<file path="config.mk">
export PLATFORM = sky130hd
export DESIGN_NAME = mw_eeprom_erase
export DESIGN_NICKNAME = d
export VERILOG_FILES = /design/src/rtl/mw_erase_pkg.sv /design/src/rtl/mw_pin_sync.sv /design/src/rtl/mw_cmd_rx.sv /design/src/rtl/mw_erase_timer.sv /design/src/rtl/mw_word_array.sv /design/src/rtl/mw_eeprom_erase.sv
export SDC_FILE = /design/constraint.sdc
export NUM_CORES = 1
export LEC_CHECK = 0
export ABC_AREA = 1
export BUFFER_PORTS_ARGS = -buffer_cell sky130_fd_sc_hd__buf_2
export CELL_PAD_IN_SITES_DETAIL_PLACEMENT = 0
export CELL_PAD_IN_SITES_GLOBAL_PLACEMENT = 1
export CORE_MARGIN = 2
export CORE_UTILIZATION = 33
export CTS_CLUSTER_SIZE = 40
export DETAILED_ROUTE_END_ITERATION = 12
export MAX_ROUTING_LAYER = met4
export PLACE_DENSITY = 0.63
export SYNTH_ARGS = -nofsm -noshare
export SYNTH_HDL_FRONTEND = slang
export SYNTH_SLANG_ARGS = --single-unit
</file>
<file path="constraint.sdc">
create_clock -name clk -period 2 [get_ports clk]
set_clock_uncertainty 0.1 [all_clocks]
set_input_delay 0.4 -clock clk [delete_from_list [all_inputs] [get_ports clk]]
set_output_delay 0.4 -clock clk [all_outputs]
set_load 0.005 [all_outputs]
</file>
<file path="src/rtl/mw_erase_pkg.sv">
`timescale 1ns/1ps
package mw_erase_pkg;
  typedef enum logic [1:0] {
    OP_EXT   = 2'b00,
    OP_WRITE = 2'b01,
    OP_READ  = 2'b10,
    OP_ERASE = 2'b11
  } mw_op_e;

  // sub-codes carried in the two upper address bits of OP_EXT
  localparam logic [1:0] SUB_LOCK  = 2'b00;
  localparam logic [1:0] SUB_FILL  = 2'b01;
  localparam logic [1:0] SUB_WIPE  = 2'b10;
  localparam logic [1:0] SUB_OPEN  = 2'b11;

  typedef enum logic [1:0] {
    RX_IDLE  = 2'b00,
    RX_SHIFT = 2'b01,
    RX_DONE  = 2'b10
  } rx_state_e;
endpackage

</file>
<file path="src/rtl/mw_pin_sync.sv">
`timescale 1ns/1ps
module mw_pin_sync #(
  parameter int STAGES = 2
) (
  input  logic clk,
  input  logic rst_n,
  input  logic pin_cs,
  input  logic pin_sclk,
  input  logic pin_di,
  output logic cs_lvl,
  output logic di_lvl,
  output logic cs_rise,
  output logic cs_fall,
  output logic sclk_rise
);
  logic [STAGES-1:0] cs_q, ck_q, di_q;
  logic              cs_d, ck_d;

  always_ff @(posedge clk or negedge rst_n) begin
    if (!rst_n) begin
      cs_q <= '0;
      ck_q <= '0;
      di_q <= '0;
      cs_d <= 1'b0;
      ck_d <= 1'b0;
    end else begin
      cs_q <= {cs_q[STAGES-2:0], pin_cs};
      ck_q <= {ck_q[STAGES-2:0], pin_sclk};
      di_q <= {di_q[STAGES-2:0], pin_di};
      cs_d <= cs_q[STAGES-1];
      ck_d <= ck_q[STAGES-1];
    end
  end

  assign cs_lvl    = cs_q[STAGES-1];
  assign di_lvl    = di_q[STAGES-1];
  assign cs_rise   = cs_q[STAGES-1] & ~cs_d;
  assign cs_fall   = ~cs_q[STAGES-1] & cs_d;
  assign sclk_rise = ck_q[STAGES-1] & ~ck_d;
endmodule

</file>
<file path="src/rtl/mw_cmd_rx.sv">
`timescale 1ns/1ps
module mw_cmd_rx
  import mw_erase_pkg::*;
#(
  parameter int ADDR_W = 6
) (
  input  logic              clk,
  input  logic              rst_n,
  input  logic              cs_lvl,
  input  logic              sclk_rise,
  input  logic              di_lvl,
  input  logic              hold,
  output logic              start_seen,
  output logic              frame_vld,
  output mw_op_e            frame_op,
  output logic [ADDR_W-1:0] frame_addr
);
  localparam int FRAME_W = 2 + ADDR_W;
  localparam int CNT_W   = $clog2(FRAME_W + 1);

  rx_state_e          st_q, st_n;
  logic [CNT_W-1:0]   cnt_q, cnt_n;
  logic [FRAME_W-1:0] sh_q, sh_n;
  logic               vld_q, vld_n;
  logic               start_q, start_n;

  always_comb begin
    st_n    = st_q;
    cnt_n   = cnt_q;
    sh_n    = sh_q;
    vld_n   = 1'b0;
    start_n = 1'b0;
    if (!cs_lvl) begin
      st_n  = RX_IDLE;
      cnt_n = '0;
    end else if (sclk_rise) begin
      case (st_q)
        RX_IDLE: begin
          if (di_lvl && !hold) begin
            st_n    = RX_SHIFT;
            cnt_n   = '0;
            start_n = 1'b1;
          end
        end
        RX_SHIFT: begin
          sh_n  = {sh_q[FRAME_W-2:0], di_lvl};
          cnt_n = cnt_q + 1'b1;
          if (cnt_q == CNT_W'(FRAME_W - 1)) begin
            st_n  = RX_DONE;
            vld_n = 1'b1;
          end
        end
        default: st_n = st_q;
      endcase
    end
  end

  always_ff @(posedge clk or negedge rst_n) begin
    if (!rst_n) begin
      st_q    <= RX_IDLE;
      cnt_q   <= '0;
      sh_q    <= '0;
      vld_q   <= 1'b0;
      start_q <= 1'b0;
    end else begin
      st_q    <= st_n;
      cnt_q   <= cnt_n;
      sh_q    <= sh_n;
      vld_q   <= vld_n;
      start_q <= start_n;
    end
  end

  assign start_seen = start_q;
  assign frame_vld  = vld_q;
  assign frame_op   = mw_op_e'(sh_q[FRAME_W-1 -: 2]);
  assign frame_addr = sh_q[ADDR_W-1:0];
endmodule

</file>
<file path="src/rtl/mw_erase_timer.sv">
`timescale 1ns/1ps
module mw_erase_timer #(
  parameter int TWC_CYC = 100000,
  parameter int TEC_CYC = 300000
) (
  input  logic clk,
  input  logic rst_n,
  input  logic launch,
  input  logic launch_all,
  output logic busy,
  output logic done
);
  localparam int MAX_CYC = (TEC_CYC > TWC_CYC) ? TEC_CYC : TWC_CYC;
  localparam int CW      = $clog2(MAX_CYC + 1);

  logic          busy_q, busy_n;
  logic [CW-1:0] cnt_q, cnt_n;

  always_comb begin
    busy_n = busy_q;
    cnt_n  = cnt_q;
    if (busy_q) begin
      if (cnt_q == '0) busy_n = 1'b0;
      else             cnt_n  = cnt_q - 1'b1;
    end else if (launch) begin
      busy_n = 1'b1;
      cnt_n  = launch_all ? CW'(TEC_CYC - 1) : CW'(TWC_CYC - 1);
    end
  end

  always_ff @(posedge clk or negedge rst_n) begin
    if (!rst_n) begin
      busy_q <= 1'b0;
      cnt_q  <= '0;
    end else begin
      busy_q <= busy_n;
      cnt_q  <= cnt_n;
    end
  end

  assign busy = busy_q;
  assign done = busy_q && (cnt_q == '0);
endmodule

</file>
<file path="src/rtl/mw_word_array.sv">
`timescale 1ns/1ps
module mw_word_array #(
  parameter int ADDR_W = 6,
  parameter int DATA_W = 16
) (
  input  logic              clk,
  input  logic              rst_n,
  input  logic              wipe_word,
  input  logic              wipe_all,
  input  logic [ADDR_W-1:0] wipe_addr,
  input  logic [ADDR_W-1:0] rd_addr,
  output logic [DATA_W-1:0] rd_data
);
  localparam int DEPTH = 1 << ADDR_W;

  logic [DATA_W-1:0] mem_q [DEPTH];

  always_ff @(posedge clk or negedge rst_n) begin
    if (!rst_n) begin
      for (int w = 0; w < DEPTH; w++) mem_q[w] <= '0;
    end else begin
      for (int w = 0; w < DEPTH; w++) begin
        if (wipe_all || (wipe_word && (wipe_addr == ADDR_W'(w))))
          mem_q[w] <= '1;
      end
    end
  end

  assign rd_data = mem_q[rd_addr];
endmodule

</file>
<file path="src/rtl/mw_eeprom_erase.sv">
`timescale 1ns/1ps
module mw_eeprom_erase
  import mw_erase_pkg::*;
#(
  parameter int ADDR_W      = 6,
  parameter int DATA_W      = 16,
  parameter int SYNC_STAGES = 2,
  parameter int TCSL_CYC    = 13,
  parameter int TWC_CYC     = 100000,
  parameter int TEC_CYC     = 300000
) (
  input  logic clk,
  input  logic rst_n,
  input  logic mw_cs,
  input  logic mw_sclk,
  input  logic mw_di,
  output logic mw_do,
  output logic mw_do_oe
);
  localparam int LOW_CW = $clog2(TCSL_CYC + 1);

  logic              cs_lvl, di_lvl, cs_rise, cs_fall, sclk_rise;
  logic              start_seen, frame_vld;
  mw_op_e            frame_op;
  logic [ADDR_W-1:0] frame_addr;
  logic              busy, done, launch;
  logic [DATA_W-1:0] rd_data;

  logic              wen_q, wen_n;
  logic              pend_q, pend_n;
  logic              pend_all_q, pend_all_n;
  logic [ADDR_W-1:0] pend_addr_q, pend_addr_n;
  logic              eng_all_q, eng_all_n;
  logic [ADDR_W-1:0] eng_addr_q, eng_addr_n;
  logic              armed_q, armed_n;
  logic              status_q, status_n;
  logic              read_q, read_n;
  logic [DATA_W-1:0] rd_sh_q, rd_sh_n;
  logic [LOW_CW-1:0] lowcnt_q, lowcnt_n;

  mw_pin_sync #(.STAGES(SYNC_STAGES)) u_sync (
    .clk(clk), .rst_n(rst_n),
    .pin_cs(mw_cs), .pin_sclk(mw_sclk), .pin_di(mw_di),
    .cs_lvl(cs_lvl), .di_lvl(di_lvl),
    .cs_rise(cs_rise), .cs_fall(cs_fall), .sclk_rise(sclk_rise)
  );

  mw_cmd_rx #(.ADDR_W(ADDR_W)) u_rx (
    .clk(clk), .rst_n(rst_n),
    .cs_lvl(cs_lvl), .sclk_rise(sclk_rise), .di_lvl(di_lvl), .hold(busy),
    .start_seen(start_seen), .frame_vld(frame_vld),
    .frame_op(frame_op), .frame_addr(frame_addr)
  );

  mw_erase_timer #(.TWC_CYC(TWC_CYC), .TEC_CYC(TEC_CYC)) u_timer (
    .clk(clk), .rst_n(rst_n),
    .launch(launch), .launch_all(pend_all_q),
    .busy(busy), .done(done)
  );

  mw_word_array #(.ADDR_W(ADDR_W), .DATA_W(DATA_W)) u_array (
    .clk(clk), .rst_n(rst_n),
    .wipe_word(done && !eng_all_q), .wipe_all(done && eng_all_q),
    .wipe_addr(eng_addr_q),
    .rd_addr(frame_addr), .rd_data(rd_data)
  );

  assign launch = cs_fall && pend_q && !busy;

  always_comb begin
    wen_n       = wen_q;
    pend_n      = pend_q;
    pend_all_n  = pend_all_q;
    pend_addr_n = pend_addr_q;
    eng_all_n   = eng_all_q;
    eng_addr_n  = eng_addr_q;
    armed_n     = armed_q;
    status_n    = status_q;
    read_n      = read_q;
    rd_sh_n     = rd_sh_q;
    lowcnt_n    = lowcnt_q;

    // chip-select low time, saturating at the threshold
    if (cs_lvl)                             lowcnt_n = '0;
    else if (lowcnt_q < LOW_CW'(TCSL_CYC))  lowcnt_n = lowcnt_q + 1'b1;

    // decoded frame
    if (frame_vld && !busy) begin
      case (frame_op)
        OP_EXT: begin
          case (frame_addr[ADDR_W-1 -: 2])
            SUB_OPEN: wen_n = 1'b1;
            SUB_LOCK: wen_n = 1'b0;
            SUB_WIPE: begin
              if (wen_q) begin
                pend_n     = 1'b1;
                pend_all_n = 1'b1;
              end
            end
            default: wen_n = wen_q;
          endcase
        end
        OP_ERASE: begin
          if (wen_q) begin
            pend_n      = 1'b1;
            pend_all_n  = 1'b0;
            pend_addr_n = frame_addr;
          end
        end
        OP_READ: begin
          read_n  = 1'b1;
          rd_sh_n = rd_data;
        end
        default: read_n = read_q;
      endcase
    end else if (read_q && sclk_rise) begin
      rd_sh_n = {rd_sh_q[DATA_W-2:0], 1'b0};
    end

    // status window
    if (cs_rise && armed_q && (lowcnt_q >= LOW_CW'(TCSL_CYC))) status_n = 1'b1;
    if (start_seen) begin
      status_n = 1'b0;
      armed_n  = 1'b0;
    end

    // chip select falling: launch or abort, close outputs
    if (cs_fall) begin
      pend_n   = 1'b0;
      read_n   = 1'b0;
      status_n = 1'b0;
    end
    if (launch) begin
      eng_all_n  = pend_all_q;
      eng_addr_n = pend_addr_q;
      armed_n    = 1'b1;
    end
  end

  always_ff @(posedge clk or negedge rst_n) begin
    if (!rst_n) begin
      wen_q       <= 1'b0;
      pend_q      <= 1'b0;
      pend_all_q  <= 1'b0;
      pend_addr_q <= '0;
      eng_all_q   <= 1'b0;
      eng_addr_q  <= '0;
      armed_q     <= 1'b0;
      status_q    <= 1'b0;
      read_q      <= 1'b0;
      rd_sh_q     <= '0;
      lowcnt_q    <= '0;
    end else begin
      wen_q       <= wen_n;
      pend_q      <= pend_n;
      pend_all_q  <= pend_all_n;
      pend_addr_q <= pend_addr_n;
      eng_all_q   <= eng_all_n;
      eng_addr_q  <= eng_addr_n;
      armed_q     <= armed_n;
      status_q    <= status_n;
      read_q      <= read_n;
      rd_sh_q     <= rd_sh_n;
      lowcnt_q    <= lowcnt_n;
    end
  end

  assign mw_do_oe = status_q | read_q;
  assign mw_do    = status_q ? ~busy : rd_sh_q[DATA_W-1];
endmodule

</file>
Word level (Yosys, flattened, before mapping)
Cells that the tools add are included.

Reduce and logical (&&, ||, !) cells: 165. Bitwise gates (word level): 9. Equal/unequal tests: 79. Magnitude comparators: 3. Mux-type cells: 51. Add/subtract/negate cells: 3.

Operators by type and width (count): 6-bit == test, second input constant (32); 16-bit binary-select mux with 6-bit select (1); 6-bit by 5-bit == test with 1-bit output, second input constant (16); 16-bit 2-to-1 mux (5); 19-bit 2-to-1 mux (4); 1-bit logical AND (74); 1-bit logical OR (64); 6-bit by 4-bit == test with 1-bit output, second input constant (8); 1-bit 2-to-1 mux (27); 6-bit by 3-bit == test with 1-bit output, second input constant (4); 4-bit 2-to-1 mux (5); 19-bit logical NOT (1); 19-bit by 1-bit subtractor with 19-bit output, second input constant (1); 2-bit nonzero test (8); 3-bit AND reduction (5); 6-bit by 2-bit == test with 1-bit output, second input constant (2); 2-bit != test, second input constant (5); 4-bit by 1-bit adder with 4-bit output, second input constant (2); 2-bit == test, second input constant (4); 2-bit 2-to-1 mux (4); 4-bit case mux with 2 select lines (1); 7-bit greater-or-equal comparator, second input constant (1); 6-bit NOT with 7-bit output (1); 6-bit by 1-bit == test with 1-bit output, second input constant (1); other kinds (20) (34).

Output and inout bits: 2. Register bits: 147. Word-level logic and storage cells: 397. Input port bits: 5.

Depth between registers and ports, before layout
Gate-level depths: netlist (run 1).

Depth after elaboration: 7. Mapped depth: 13. Depth with buffers taken out: 13.

Modules after synthesis
From an unflattened synthesis (run 1), not the netlist that was laid out.

Cells, all modules: 923. Area, all modules: 7554.7 um2.

Modules (own cells, without submodules): mw_word_array (area an instance 3240.6 um2, instances 1, seq. area each 1601.5 um2, cells an instance 381); mw_eeprom_erase (area an instance 1909.3 um2, instances 1, seq. area each 975.9 um2, cells an instance 244); mw_erase_timer (area an instance 1418.9 um2, instances 1, seq. area each 500.5 um2, cells an instance 195); mw_cmd_rx (area an instance 763.2 um2, instances 1, seq. area each 400.4 um2, cells an instance 89); mw_pin_sync (area an instance 222.7 um2, instances 1, seq. area each 200.2 um2, cells an instance 14).

Worst setup path before layout (run 1)
No wires, ideal clock.

Path type: reg-to-reg. From: register u_timer.cnt_q[0]. To: register u_array.mem_q[928] (netlist name). Buffers on the path: 1. Setup slack: 0.188 ns. Required time: 1.835 ns. Period minus slack after synthesis: 1.812 ns. Data arrival time: 1.647 ns. Library setup time: 0.065 ns. Stages on the path, launching flop included: 9. Cell sequence: dfrtp_1 inv_1 ha_1 nand2_2 nor2_4 nand3_4 nor3_4 buf_6 a311o_2.

Cells in the longest elaborated chain, start to end: 5. Elaborated cells between the ends (all ways): 6. Classes of those cells: reduce/logical (6).

RTL lines: start, declared (RTL line mw_erase_timer.sv:17) `logic [CW-1:0] cnt_q, cnt_n;`; start signal, assigned (RTL line mw_erase_timer.sv:37) `cnt_q <= cnt_n;`; 19-bit logical NOT * (RTL line mw_erase_timer.sv:42) `assign done = busy_q && (cnt_q == '0);`; 1-bit logical AND * (RTL line mw_erase_timer.sv:42); 1-bit logical AND (RTL line mw_eeprom_erase.sv:63) `.wipe_word(done && !eng_all_q), .wipe_all(done && eng_all_q),`; 1-bit logical AND (RTL line mw_word_array.sv:23) `if (wipe_all || (wipe_word && (wipe_addr == ADDR_W'(w))))`; 1-bit logical OR * (RTL line mw_word_array.sv:23).

Every way passes the cells marked *; elsewhere a longest branch is shown, timed or not. A chain may end at the register's enable or synchronous reset.

Worst setup path in the final report (run 1)
From: register u_timer.cnt_q[0]. To: register u_array.mem_q[16] (netlist name).

Cells in the longest elaborated chain, start to end: 5. Elaborated cells between the ends (all ways): 6. Classes of those cells: reduce/logical (6).

RTL lines (RTL line): 19-bit logical NOT * (mw_erase_timer.sv:42); 1-bit logical AND * (mw_erase_timer.sv:42); 1-bit logical AND (mw_eeprom_erase.sv:63); 1-bit logical AND (mw_word_array.sv:23); 1-bit logical OR * (mw_word_array.sv:23).

Marked as above.

==> metrics.cfg, run 1 <==
[outcome]
status=complete, no violations

[sta]
drv_slew=0
period_share_pct=97.3
setup_viol=0
relSlewSlack_pct=48.5
setup_tns_ns=0
hold_violations=0
rsz0062_at_grt=yes
min_period_ns=1.95
fmax_mhz=514
worstMarginPinSlew_ns=0.772

[global_route]
grt_pass1_vias=5486
antenna_found_initial=0
grt_max_degree=65
gr-total-overflow=0
grt_first_pass_wirelength_um=28500
grt_use_total_pct=16.9

[power_and_ir_drop]
p_per_area_mw_per_mm2=879
p_leak_nw=4.01
ir_worst_vdd_mv=0.545
power_mw=7.31

[synth]
synth-warning-count=0
seq_area_frac_synth_pct=53.4
synth-edff-count=0
synthArstFlopShare_pct=100
synth_cell_types=39
syn_avg_cell_area_um2=9.28
syn_area_mm2=0.00689
synthCells=743
ys_ff_latch=147
ys.flop_type=dfrtp_1
synth_fp_nets=755

[run]
max_cap_viol_count=0

[floorplan]
die_w_um=149
initial_core_util_pct=33.8
die_h_um=149
core-area_mm2=0.0204
ios=7
row_count=52
die_area_mm2=0.0221

[clock_network]
clock-root-buffer=clkbuf_16
clkSinkCount=147
numCtsBuffers=17
cts_buffer_depth=2
insertion_delay_ns=0.43
clk_pin_slew_ns=0.06
tritoncts=done
cts_htree_levels=4

[route]
avgRoutedWirePerCell_um=16.6
wl_um=17800
vias=5551
drtIter0Drc=434
vias_per_cell=5.18
first_pass_iters=5
drcViolationCount=0
ant_nets=0

[finish]
ff_latch_area_mm2=0.00368
num_antenna_cells=0
nFillCells=2007
fin_area_mm2=0.00832
multi_input_comb_area_mm2=0.00284
drive_gt1_share_pct=21.2
area.growth.synth_to_final_pct=20.7
nets=801

[setup_path]
crit_path_start_kind=flop
crit_chain=inv_2, ha_4, nand2_4, nor2_4, nand3_4, buf_4, nor3_4, buf_12, clkbuf_16, a311o_2
max_stage_delay_ns=0.38
endpoint_kind=flop
required_ns=2.26
critPathKind=flop to flop
cpMaxStageDelayCell=dfrtp_1
crit_arrival_ns=2.21
crit_fanout=11

[placement]
globalplace.congestion=0.863
dpl_cell_area_mm2=0.00744
portBuffers=6
hpwl_um=11600

[min_path]
hp-class=flop to flop

[layout by cell type, fill, tap and decap left out, types with 5 or more instances in the layout]
master	synthesis	routed
inv_6	0	8
dfrtp_1	147	145
nand2_1	152	146
nor4_1	5	5
o21ai_0	49	48
nand3_1	66	66
buf_4	1	42
nor2_1	73	67
nand2_2	3	7
nor3_1	10	10
ha_1	7	6
buf_12	0	8
nor2_2	3	7
a21oi_1	37	37
inv_2	4	7
a311o_2	43	43
buf_2	22	5
clkbuf_16	0	20
inv_1	54	51
a311o_1	21	21
[what timing repair did]
action                                 in CTS  in global routing
pin swaps                                   0                  8
gates resized for setup                     1                 27
setup endpoints to repair                  12                 87
endpoints found under the hold margin      39                  0
gates cloned                                0                  4
setup buffers                               0                 11
hold buffers                                4                  0
[cell type report]
type	count	share of cell area (%)
clock inverter	14	1.68
multi-input combinational	499	34.2
timing repair buffer	65	8.00
clock buffer	18	5.16
tap	270	4.06
sequential	147	44.3
inverter	59	2.66
[synth_stat cells (2+ instances only)]
master	number	share of area (%)
a21oi_1	37	2.7
a22o_1	2	0.25
a22oi_1	2	0.22
a311o_1	21	3.0
a311o_2	43	7.0
a31oi_1	3	0.27
buf_2	22	1.6
buf_6	6	0.98
clkbuf_1	9	0.49
dfrtp_1	147	53
ha_1	7	1.3
inv_1	54	2.9
inv_2	4	0.22
nand2_1	152	8.3
nand2_2	3	0.27
nand3_1	66	4.8
nand4_1	2	0.18
nor2_1	73	4.0
nor2_2	3	0.27
nor3_1	10	0.73
nor3_4	2	0.47
nor4_1	5	0.45
o21ai_0	49	3.6
o22ai_1	2	0.18
xnor2_1	2	0.25
xor2_1	4	0.51
[where the power goes]
group	switching, mW	internal, mW	leakage [nW]	total (mW)
sequential	0.0683	3.04	2.02	3.11
combinational	0.685	0.396	1.71	1.08
clock	1.37	1.75	0.275	3.12
[kinds of logic (layout without fill, tap and decap cells)]
| group | after synthesis | count (layout) | share of synthesized area (%) |
|---|---|---|---|
| flip-flops | 147 | 147 | 53.4 |
| AO/OA/AOI/OAI | 164 | 164 | 18.0 |
| AND/OR/NAND/NOR | 322 | 322 | 20.2 |
| buffers and inverters | 97 | 156 | 6.39 |
| adder cells (fa/ha/maj) | 7 | 7 | 1.27 |
| XOR/XNOR | 6 | 6 | 0.762 |
[metal layers]
metal | up-vias | GRT usage (%) | share of wire [%] | routed length, µm
li1 | 2660 | - | - | -
met1 | 2739 | 22.3 | 47 | 8310
met2 | 130 | 26.1 | 47 | 8350
met3 | 22 | 3.47 | 4.7 | 838
met4 | 0 | 5.90 | 1.7 | 295
met5 | - | - | 0 | 0
[sequential cells by signal, summed over array words and instances (netlist names), 2 cells and up]
name	flops
eng_addr_q	6
u_sync.di_q	2
u_rx.sh_q	8
pend_addr_q	6
u_rx.st_q	2
u_timer.cnt_q	19
lowcnt_q	4
rd_sh_q	16
u_sync.cs_q	2
u_sync.ck_q	2
u_rx.cnt_q	4
u_array.mem_q	64
[worst max-delay path, delay by kind of cell (launching register included)]
kind,cells,cell delay (ns)
DFF,1,0.38
AOI/OAI and AO/OA,1,0.16
and+or+nand+nor,4,0.48
buffers and inverters,4,0.59
adders and majority gates,1,0.15
[metrics by stage]
step                worst slack, ns  instances  hold slack, ns  utilization, %
floorplan                     0.188        743         0.00441               -
global placement             0.0584       1021           0.234            36.5
detailed placement           0.0186       1021           0.235            36.5
CTS                         -0.0152       1057           0.249            39.5
global route                -0.0303       1072           0.257            40.8
finish                       0.0536       1072           0.248            40.8
[path summary, 6_finish.rpt]
check	slack (ns)	cells after the start	endpoint	from
setup reg to reg	0.05	10	u_array.mem_q[16]	u_timer.cnt_q[0]
hold reg to reg	0.25	0	u_sync.di_q[1]	u_sync.di_q[0]
hold / removal	0.25	0	u_sync.di_q[1]	u_sync.di_q[0]
min in group asynchronous	0.37	2	u_array.mem_q[608]	rst_n
setup / recovery	0.05	10	u_array.mem_q[16]	u_timer.cnt_q[0]
max in group asynchronous	0.83	3	u_array.mem_q[368]	rst_n
Note: power is estimated with default switching activity, not from simulation.
==> run 2: changes to the inputs <==
--- a/config.mk
+++ b/config.mk
@@ -10,11 +10,12 @@
 export CELL_PAD_IN_SITES_DETAIL_PLACEMENT = 0
 export CELL_PAD_IN_SITES_GLOBAL_PLACEMENT = 1
 export CORE_MARGIN = 2
-export CORE_UTILIZATION = 33
+export CORE_UTILIZATION = 45
 export CTS_CLUSTER_SIZE = 40
 export DETAILED_ROUTE_END_ITERATION = 12
 export MAX_ROUTING_LAYER = met4
-export PLACE_DENSITY = 0.63
+export PLACE_DENSITY = 0.81
 export SYNTH_ARGS = -nofsm -noshare
 export SYNTH_HDL_FRONTEND = slang
+export SYNTH_HIERARCHICAL = 1
 export SYNTH_SLANG_ARGS = --single-unit
==> run 2 against run 1 <==
  * The run now ends with negative setup slack left
  * Routed wire length up 1.9%
  * Clock-buffer cell count down 1
  * Global-route usage grew 5.0 points
  * Cell area is 13% higher
  * Synthesized cell count grew 24%
  * Sequential share of layout area fell by 5.1 points
  * Register-to-register slack lost 0.07 ns
  * Sequential cell count is the same
  * Hold slack improved by 0.00080 ns
  * Die area fell by 19%
  * Fmax fell by 3.4%
==> metrics.cfg, run 2 <==
[synth]
synth_common_cells=nand2_1, dfrtp_1, nand3_1
synthArstFlopShare_pct=100  ; unchanged
syn_area_mm2=0.00755  ; +9.6%
synth-edff-count=0  ; unchanged
synth_area_leaders=dfrtp_1, nand2_1, nand3_1
synth_top_area_cell=dfrtp_1
synth-warning-count=6  ; +6
synth.top_cell.area_share_pct=48.7  ; -4.7 points
synth_most_common_cell=nand2_1
syn_avg_cell_area_um2=8.18  ; -12%
synth_cell_types=36  ; -7.7%
ys.flop_type=dfrtp_1
ys_ff_latch=147  ; unchanged
synthCells=923  ; +24%
seq_area_frac_synth_pct=48.7  ; -4.7 points
synth_fp_nets=935  ; +24%

[route]
ant_nets=0  ; unchanged
vias=6263  ; +13%
drcViolationCount=0  ; unchanged
drtIter0Drc=476  ; +9.7%
first_pass_iters=5  ; unchanged
vias_per_cell=5.15  ; -0.62%
wl_um=18100  ; +1.9%
avgRoutedWirePerCell_um=14.9  ; -10%

[global_route]
grt_first_pass_wirelength_um=30200  ; +5.7%
grt_max_degree=52  ; -20%
gr-total-overflow=0  ; unchanged
grt_use_total_pct=21.9  ; +5.0 points
antenna_found_initial=0  ; unchanged
grt_pass1_vias=5967  ; +8.8%

[finish]
layout.cells.non_filler=1217  ; +14%
num_antenna_cells=0  ; unchanged
nFillCells=1473  ; -27%
reg.largest.list=u_array/mem_q (64), u_timer/cnt_q (19), rd_sh_q (16)
area.growth.synth_to_final_pct=24.3
final_cell_mix=nand2_1, dfrtp_1, nor2_1
mostFrequentLayoutCell=nand2_1
regMostFlops=u_array/mem_q
drive_gt1_share_pct=30.0  ; +8.8 points
nets=996  ; +24%
largest_reg_flops=64  ; unchanged

[sta]
rsz0062_at_grt=yes
hold_ws_ns=0.248  ; +0.000796 ns
setup_tns_ns=-0.0548  ; -0.0548 ns
min_period_ns=2.02  ; +0.0695 ns
period_share_pct=101  ; +3.5 points
drv_slew=0  ; unchanged
worstMarginPinSlew_ns=0.507  ; -0.265 ns
layout_setup_ws_ns=-0.0159  ; -0.0695 ns
hold_violations=0  ; unchanged
setup_viol=9  ; +9
fmax_mhz=496  ; -3.4%
relSlewSlack_pct=66.1  ; +18 points

[floorplan]
core-area_mm2=0.0165  ; -19%
row_count=47  ; -9.6%
ios=7  ; unchanged
die_area_mm2=0.0178  ; -19%
initial_core_util_pct=45.7  ; +12 points
die_w_um=134  ; -10%
die_h_um=134  ; -10%

[clock_network]
numCtsBuffers=17  ; unchanged
clk_pin_slew_ns=0.07  ; about the same
insertion_delay_ns=0.43  ; about the same
clkSinkCount=147  ; unchanged
cts_buffer_depth=2  ; unchanged
tritoncts=done
clock-root-buffer=clkbuf_16
cts_htree_levels=4  ; unchanged

[power_and_ir_drop]
ir_worst_vdd_mv=0.791  ; +45%
p_leak_nw=4.93  ; +23%
p_per_area_mw_per_mm2=764  ; -13%

[setup_path]
crit_fanout=5  ; -6
critPathKind=flop to flop
required_ns=2.26  ; about the same
max_stage_delay_ns=0.39  ; about the same
crit_path_start_kind=flop
crit_chain=nor2_2, nand2_1, nor2_2, inv_2, nor4_4, inv_1, nor2_4, inv_4, nor3_4, buf_6, a211o_1
crit_top_cell=nor2_2
cpMaxStageDelayCell=dfrtp_1
crit_arrival_ns=2.28  ; +0.07 ns
endpoint_kind=flop

[run]
max_cap_viol_count=0  ; unchanged

[outcome]
violations=negative setup slack
status=finished with violations

[placement]
globalplace.congestion=0.864  ; +0.12%
hpwl_um=11600  ; +0.17%
portBuffers=6  ; unchanged
dpl.cell_count=1169  ; +14%

[min_path]
hp-class=flop to flop

[run 2: worst paths after layout]
check                                        from                  to  depth (start not counted)  slack, ns
worst max-delay path            u_timer/cnt_q[16]  u_array/mem_q[800]                         11      -0.02
worst min-delay path               u_sync/di_q[0]      u_sync/di_q[1]                          0       0.25
worst max register to register  u_timer/cnt_q[16]  u_array/mem_q[800]                         11      -0.02
worst min register to register     u_sync/di_q[0]      u_sync/di_q[1]                          0       0.25
max in group asynchronous                   rst_n        u_rx/sh_q[0]                          3       0.81
min in group asynchronous                   rst_n   u_array/mem_q[32]                          2       0.36
[run 2: routing by layer]
layer | vias to the layer above | GRT usage, % | part of all wire (%) | routed length, µm
li1 | 3092 | - | - | -
met1 | 3026 | 30.7 | 48 | 8660
met2 | 121 | 32.8 | 47 | 8550
met3 | 24 | 4.15 | 3.8 | 697
met4 | 0 | 5.97 | 1.3 | 227
met5 | - | - | 0 | 0
[run 2: cell type report]
cell class	count	area, µm²	share of cell area, %
tap	220	275	2.93
inverter	82	333	3.54
timing repair buffer	87	805	8.57
clock inverter	15	160	1.71
multi-input combinational	649	3710	39.5
clock buffer	17	425	4.53
sequential	147	3680	39.2
[run 2: critical path: cells and delay by family (launching register included)]
kind / cells / cell delay [ns]
simple gates: 6 / 0.94
flops: 1 / 0.39
compound gates: 1 / 0.13
buf+inv: 4 / 0.40
[run 2: metrics by stage]
| stage | util [%] | setup WS [ns] | total power [mW] | instance area (µm²) |
|---|---|---|---|---|
| 4_1_cts | 53.5 | -0.0781 | 6.95 | 8840 |
| 2_1_floorplan | - | -0.0779 | 3.66 | 7590 |
| 6_report | 56.8 | -0.0159 | 7.17 | 9390 |
| 5_1_grt | 56.8 | -0.164 | 7.43 | 9390 |
| 3_5_place_dp | 49.3 | -0.223 | 3.74 | 8140 |
| 3_3_place_gp | 49.3 | -0.181 | 3.74 | 8140 |
[run 2: logic make-up after synthesis]
group	after synthesis	share of synthesized area [%]
simple gates	533	31.7
flops	147	48.7
buf+inv	127	8.51
compound gates	103	9.24
fa+ha+maj	7	1.16
xor+xnor	6	0.696
[run 2: repair_timing]
action	in CTS	in global routing
hold endpoints to repair	40	0
cloned	0	3
pin swaps	11	40
hold buffers	4	0
resized for setup	11	116
endpoints found under the setup margin	68	86
setup buffers	4	5
[run 2: power breakdown]
group          switching [mW]  internal, mW
Combinational           0.554         0.364
Sequential             0.0523          3.01
Clock                    1.42          1.77
==> run 3: changes to the inputs <==
--- a/config.mk
+++ b/config.mk
@@ -10,11 +10,11 @@
 export CELL_PAD_IN_SITES_DETAIL_PLACEMENT = 0
 export CELL_PAD_IN_SITES_GLOBAL_PLACEMENT = 1
 export CORE_MARGIN = 2
-export CORE_UTILIZATION = 45
+export CORE_UTILIZATION = 48
 export CTS_CLUSTER_SIZE = 40
 export DETAILED_ROUTE_END_ITERATION = 12
 export MAX_ROUTING_LAYER = met4
-export PLACE_DENSITY = 0.81
+export PLACE_DENSITY = 0.85
 export SYNTH_ARGS = -nofsm -noshare
 export SYNTH_HDL_FRONTEND = slang
 export SYNTH_HIERARCHICAL = 1
==> run 3 against run 2 <==
  * The run still ends with negative setup slack left
  * Cell area down 3.0%
  * Fmax shrank 0.56%
  * Via count is 0.22% lower
  * Largest cell class is now registers
  * Routed wire length is 1.7% lower
  * Largest power group unchanged
  * First-iteration DRC count is 1.3% lower
  * Total power down 2.0%
==> metrics.cfg, run 3 (same netlist as run 2, synthesis figures left out) <==
[clock_network]
cts_htree_levels=4  ; unchanged
clk_pin_slew_ns=0.06  ; about the same
cts_buffer_depth=2  ; unchanged
insertion_delay_ns=0.42  ; about the same
tritoncts=done
numCtsBuffers=17  ; unchanged
clock-root-buffer=clkbuf_16
clkSinkCount=147  ; unchanged

[route]
m1WireLength_um=8270  ; -4.5%
avgRoutedWirePerCell_um=14.8  ; -0.84%
met3_length_um=1050  ; +51%
vias_per_cell=5.18  ; +0.69%
routed.top_layer=met4
drcViolationCount=0  ; unchanged
ant_nets=0  ; unchanged
vias=6249  ; -0.22%
drtIter0Drc=470  ; -1.3%
wl_um=17800  ; -1.7%
first_pass_iters=5  ; unchanged
wl_met2_um=8350  ; -2.3%

[floorplan]
initial_core_util_pct=49.3  ; +3.6 points
row_count=45  ; -4.3%
die_w_um=129  ; -3.1%
core-area_mm2=0.0153  ; -7.3%
ios=7  ; unchanged
die_h_um=129  ; -3.1%
die_area_mm2=0.0168  ; -6.1%

[setup_path]
crit_chain=nor2_2, nand2_1, nor2_2, inv_1, nor4_4, inv_2, nor2_4, inv_4, nor3_4, buf_6, a211o_1
crit_top_cell=nor2_2
r2r_cells=11  ; unchanged
crit_arrival_ns=2.29  ; about the same
critPathLaunch=u_timer/cnt_q[16]
required_ns=2.26  ; about the same
reg2reg_from=u_timer/cnt_q[16]
crit_path_start_kind=flop
cpMaxStageDelayCell=dfrtp_1
worstSetupEndpoint=u_array/mem_q[544]
endpoint_kind=flop
critPathKind=flop to flop
r2r_setup_slack_ns=-0.03  ; about the same
max_stage_delay_ns=0.38  ; about the same
crit_fanout=6  ; +1
reg2reg_to=u_array/mem_q[544]

[outcome]
violations=negative setup slack
status=finished with violations

[sta]
relSlewSlack_pct=64.8  ; -1.2 points
min_period_ns=2.03  ; +0.0113 ns
setup_viol=11  ; +2
worstMarginPinSlew_ns=0.524  ; +0.0174 ns
rsz0062_at_grt=yes
hold_violations=0  ; unchanged
fmax_mhz=493  ; -0.56%
period_share_pct=101  ; +0.57 points
drv_slew=0  ; unchanged
layout_setup_ws_ns=-0.0272  ; -0.0113 ns

[finish]
regMostFlops=u_array/mem_q
num_antenna_cells=0  ; unchanged
multi_input_comb_area_mm2=0.00344  ; -7.4%
largest_reg_flops=64  ; unchanged
reg.largest.list=u_array/mem_q (64), u_timer/cnt_q (19), rd_sh_q (16)
mostFrequentLayoutCell=nand2_1
layout.cells.non_filler=1206  ; -0.90%
nFillCells=1385  ; -6.0%
drive_gt1_share_pct=24.5  ; -5.5 points
area.growth.synth_to_final_pct=20.6
nets=995  ; -0.10%
final_cell_mix=nand2_1, dfrtp_1, nand3_1
ff_latch_area_mm2=0.00368  ; unchanged

[power_and_ir_drop]
p_per_area_mw_per_mm2=771  ; +1.0%
p_leak_nw=4.79  ; -3.0%
power_mw=7.03  ; -2.0%
ir_worst_vdd_mv=0.627  ; -21%

[placement]
dpl.cell_count=1158  ; -0.94%
globalplace.congestion=0.839  ; -2.9%
hpwl_um=11500  ; -1.3%
portBuffers=6  ; unchanged

[global_route]
grt_max_degree=53  ; +1.9%
grt_first_pass_wirelength_um=29500  ; -2.3%
grt_use_total_pct=23.1  ; +1.2 points
gr-total-overflow=0  ; unchanged
antenna_found_initial=0  ; unchanged
grt_pass1_vias=5778  ; -3.2%

[min_path]
hp-class=flop to flop

[run]
max_cap_viol_count=0  ; unchanged

==> run 3: changes by cell type in the layout (fill, tap and decap cells not counted), moves of 3 or more <==
cell / delta
nand2_1: +31
nand2_2: -20
nand3_1: +19
nand3_2: -15
nand2_4: -10
inv_8: -7
buf_4: -4
clkinv_4: +4
nand3_4: -4
clkbuf_8: +3
o21ai_0: +3
==> run 3: worst max-delay path, delay by kind of cell (launching register included) <==
family          cells  cell delay, ns
simple gates        6            0.97
flops               1            0.38
compound gates      1            0.12
buf+inv             4            0.39
==> run 3: final cells by class <==
type	count	area share, %
sequential	147	40.4
multi-input combinational	649	37.8
timing repair buffer	85	8.70
clock buffer	21	5.17
inverter	82	3.65
tap	211	2.90
clock inverter	10	1.36
timing repair inverter	1	0.0687
==> run 3: timing repair <==
| action | 4_1_cts | 5_1_grt |
|---|---|---|
| setup endpoints to repair | 68 | 83 |
| hold buffers | 4 | 0 |
| gates cloned | 0 | 3 |
| buffers inserted | 4 | 6 |
| resized for setup | 11 | 49 |
| pin swaps | 6 | 7 |
| hold endpoints to repair | 49 | 0 |
==> run 3: worst min-delay path by stage <==
| stage | startpoint | end | slack, ns | depth (start not counted) |
|---|---|---|---|---|
| finish | u_sync/cs_q[0] | u_sync/cs_q[1] | 0.25 | 0 |
| detailed placement | u_sync/cs_q[0] | u_sync/cs_q[1] | 0.24 | 0 |
| global placement | u_sync/di_q[0] | u_sync/di_q[1] | 0.23 | 0 |
| global route | u_sync/cs_q[0] | u_sync/cs_q[1] | 0.26 | 0 |
| CTS | u_sync/cs_q[0] | u_sync/cs_q[1] | 0.25 | 0 |
| floorplan | rst_n | armed_q | 0.004 | 0 |
==> run 3: layer usage <==
layer | vias to the layer above | track usage (%)
li1 | 3090 | -
met1 | 2995 | 32.3
met2 | 147 | 34.6
met3 | 17 | 5.24
met4 | 0 | 5.44
met5 | - | -
==> run 3: power by group <==
part | internal [mW] | leakage (nW) | total [mW] | switching (mW)
logic | 0.298 | 2.47 | 0.765 | 0.467
registers | 3.01 | 2.03 | 3.06 | 0.0481
clock network | 1.94 | 0.286 | 3.20 | 1.26
total | 5.25 | 4.79 | 7.03 | 1.77
==> run 3: per-stage QoR <==
| stage | utilization [%] | cell area [µm²] | hold WS (ns) | setup slack [ns] | setup TNS (ns) |
|---|---|---|---|---|---|
| floorplan | - | 7590 | 0.00441 | -0.0779 | -2.34 |
| global placement | 53.1 | 8130 | 0.233 | -0.131 | -5.51 |
| detailed placement | 53.1 | 8130 | 0.236 | -0.153 | -7.05 |
| CTS | 57.7 | 8830 | 0.250 | -0.0999 | -4.19 |
| global route | 59.5 | 9110 | 0.259 | -0.206 | -10.10 |
| finish | 59.5 | 9110 | 0.249 | -0.0272 | -0.155 |
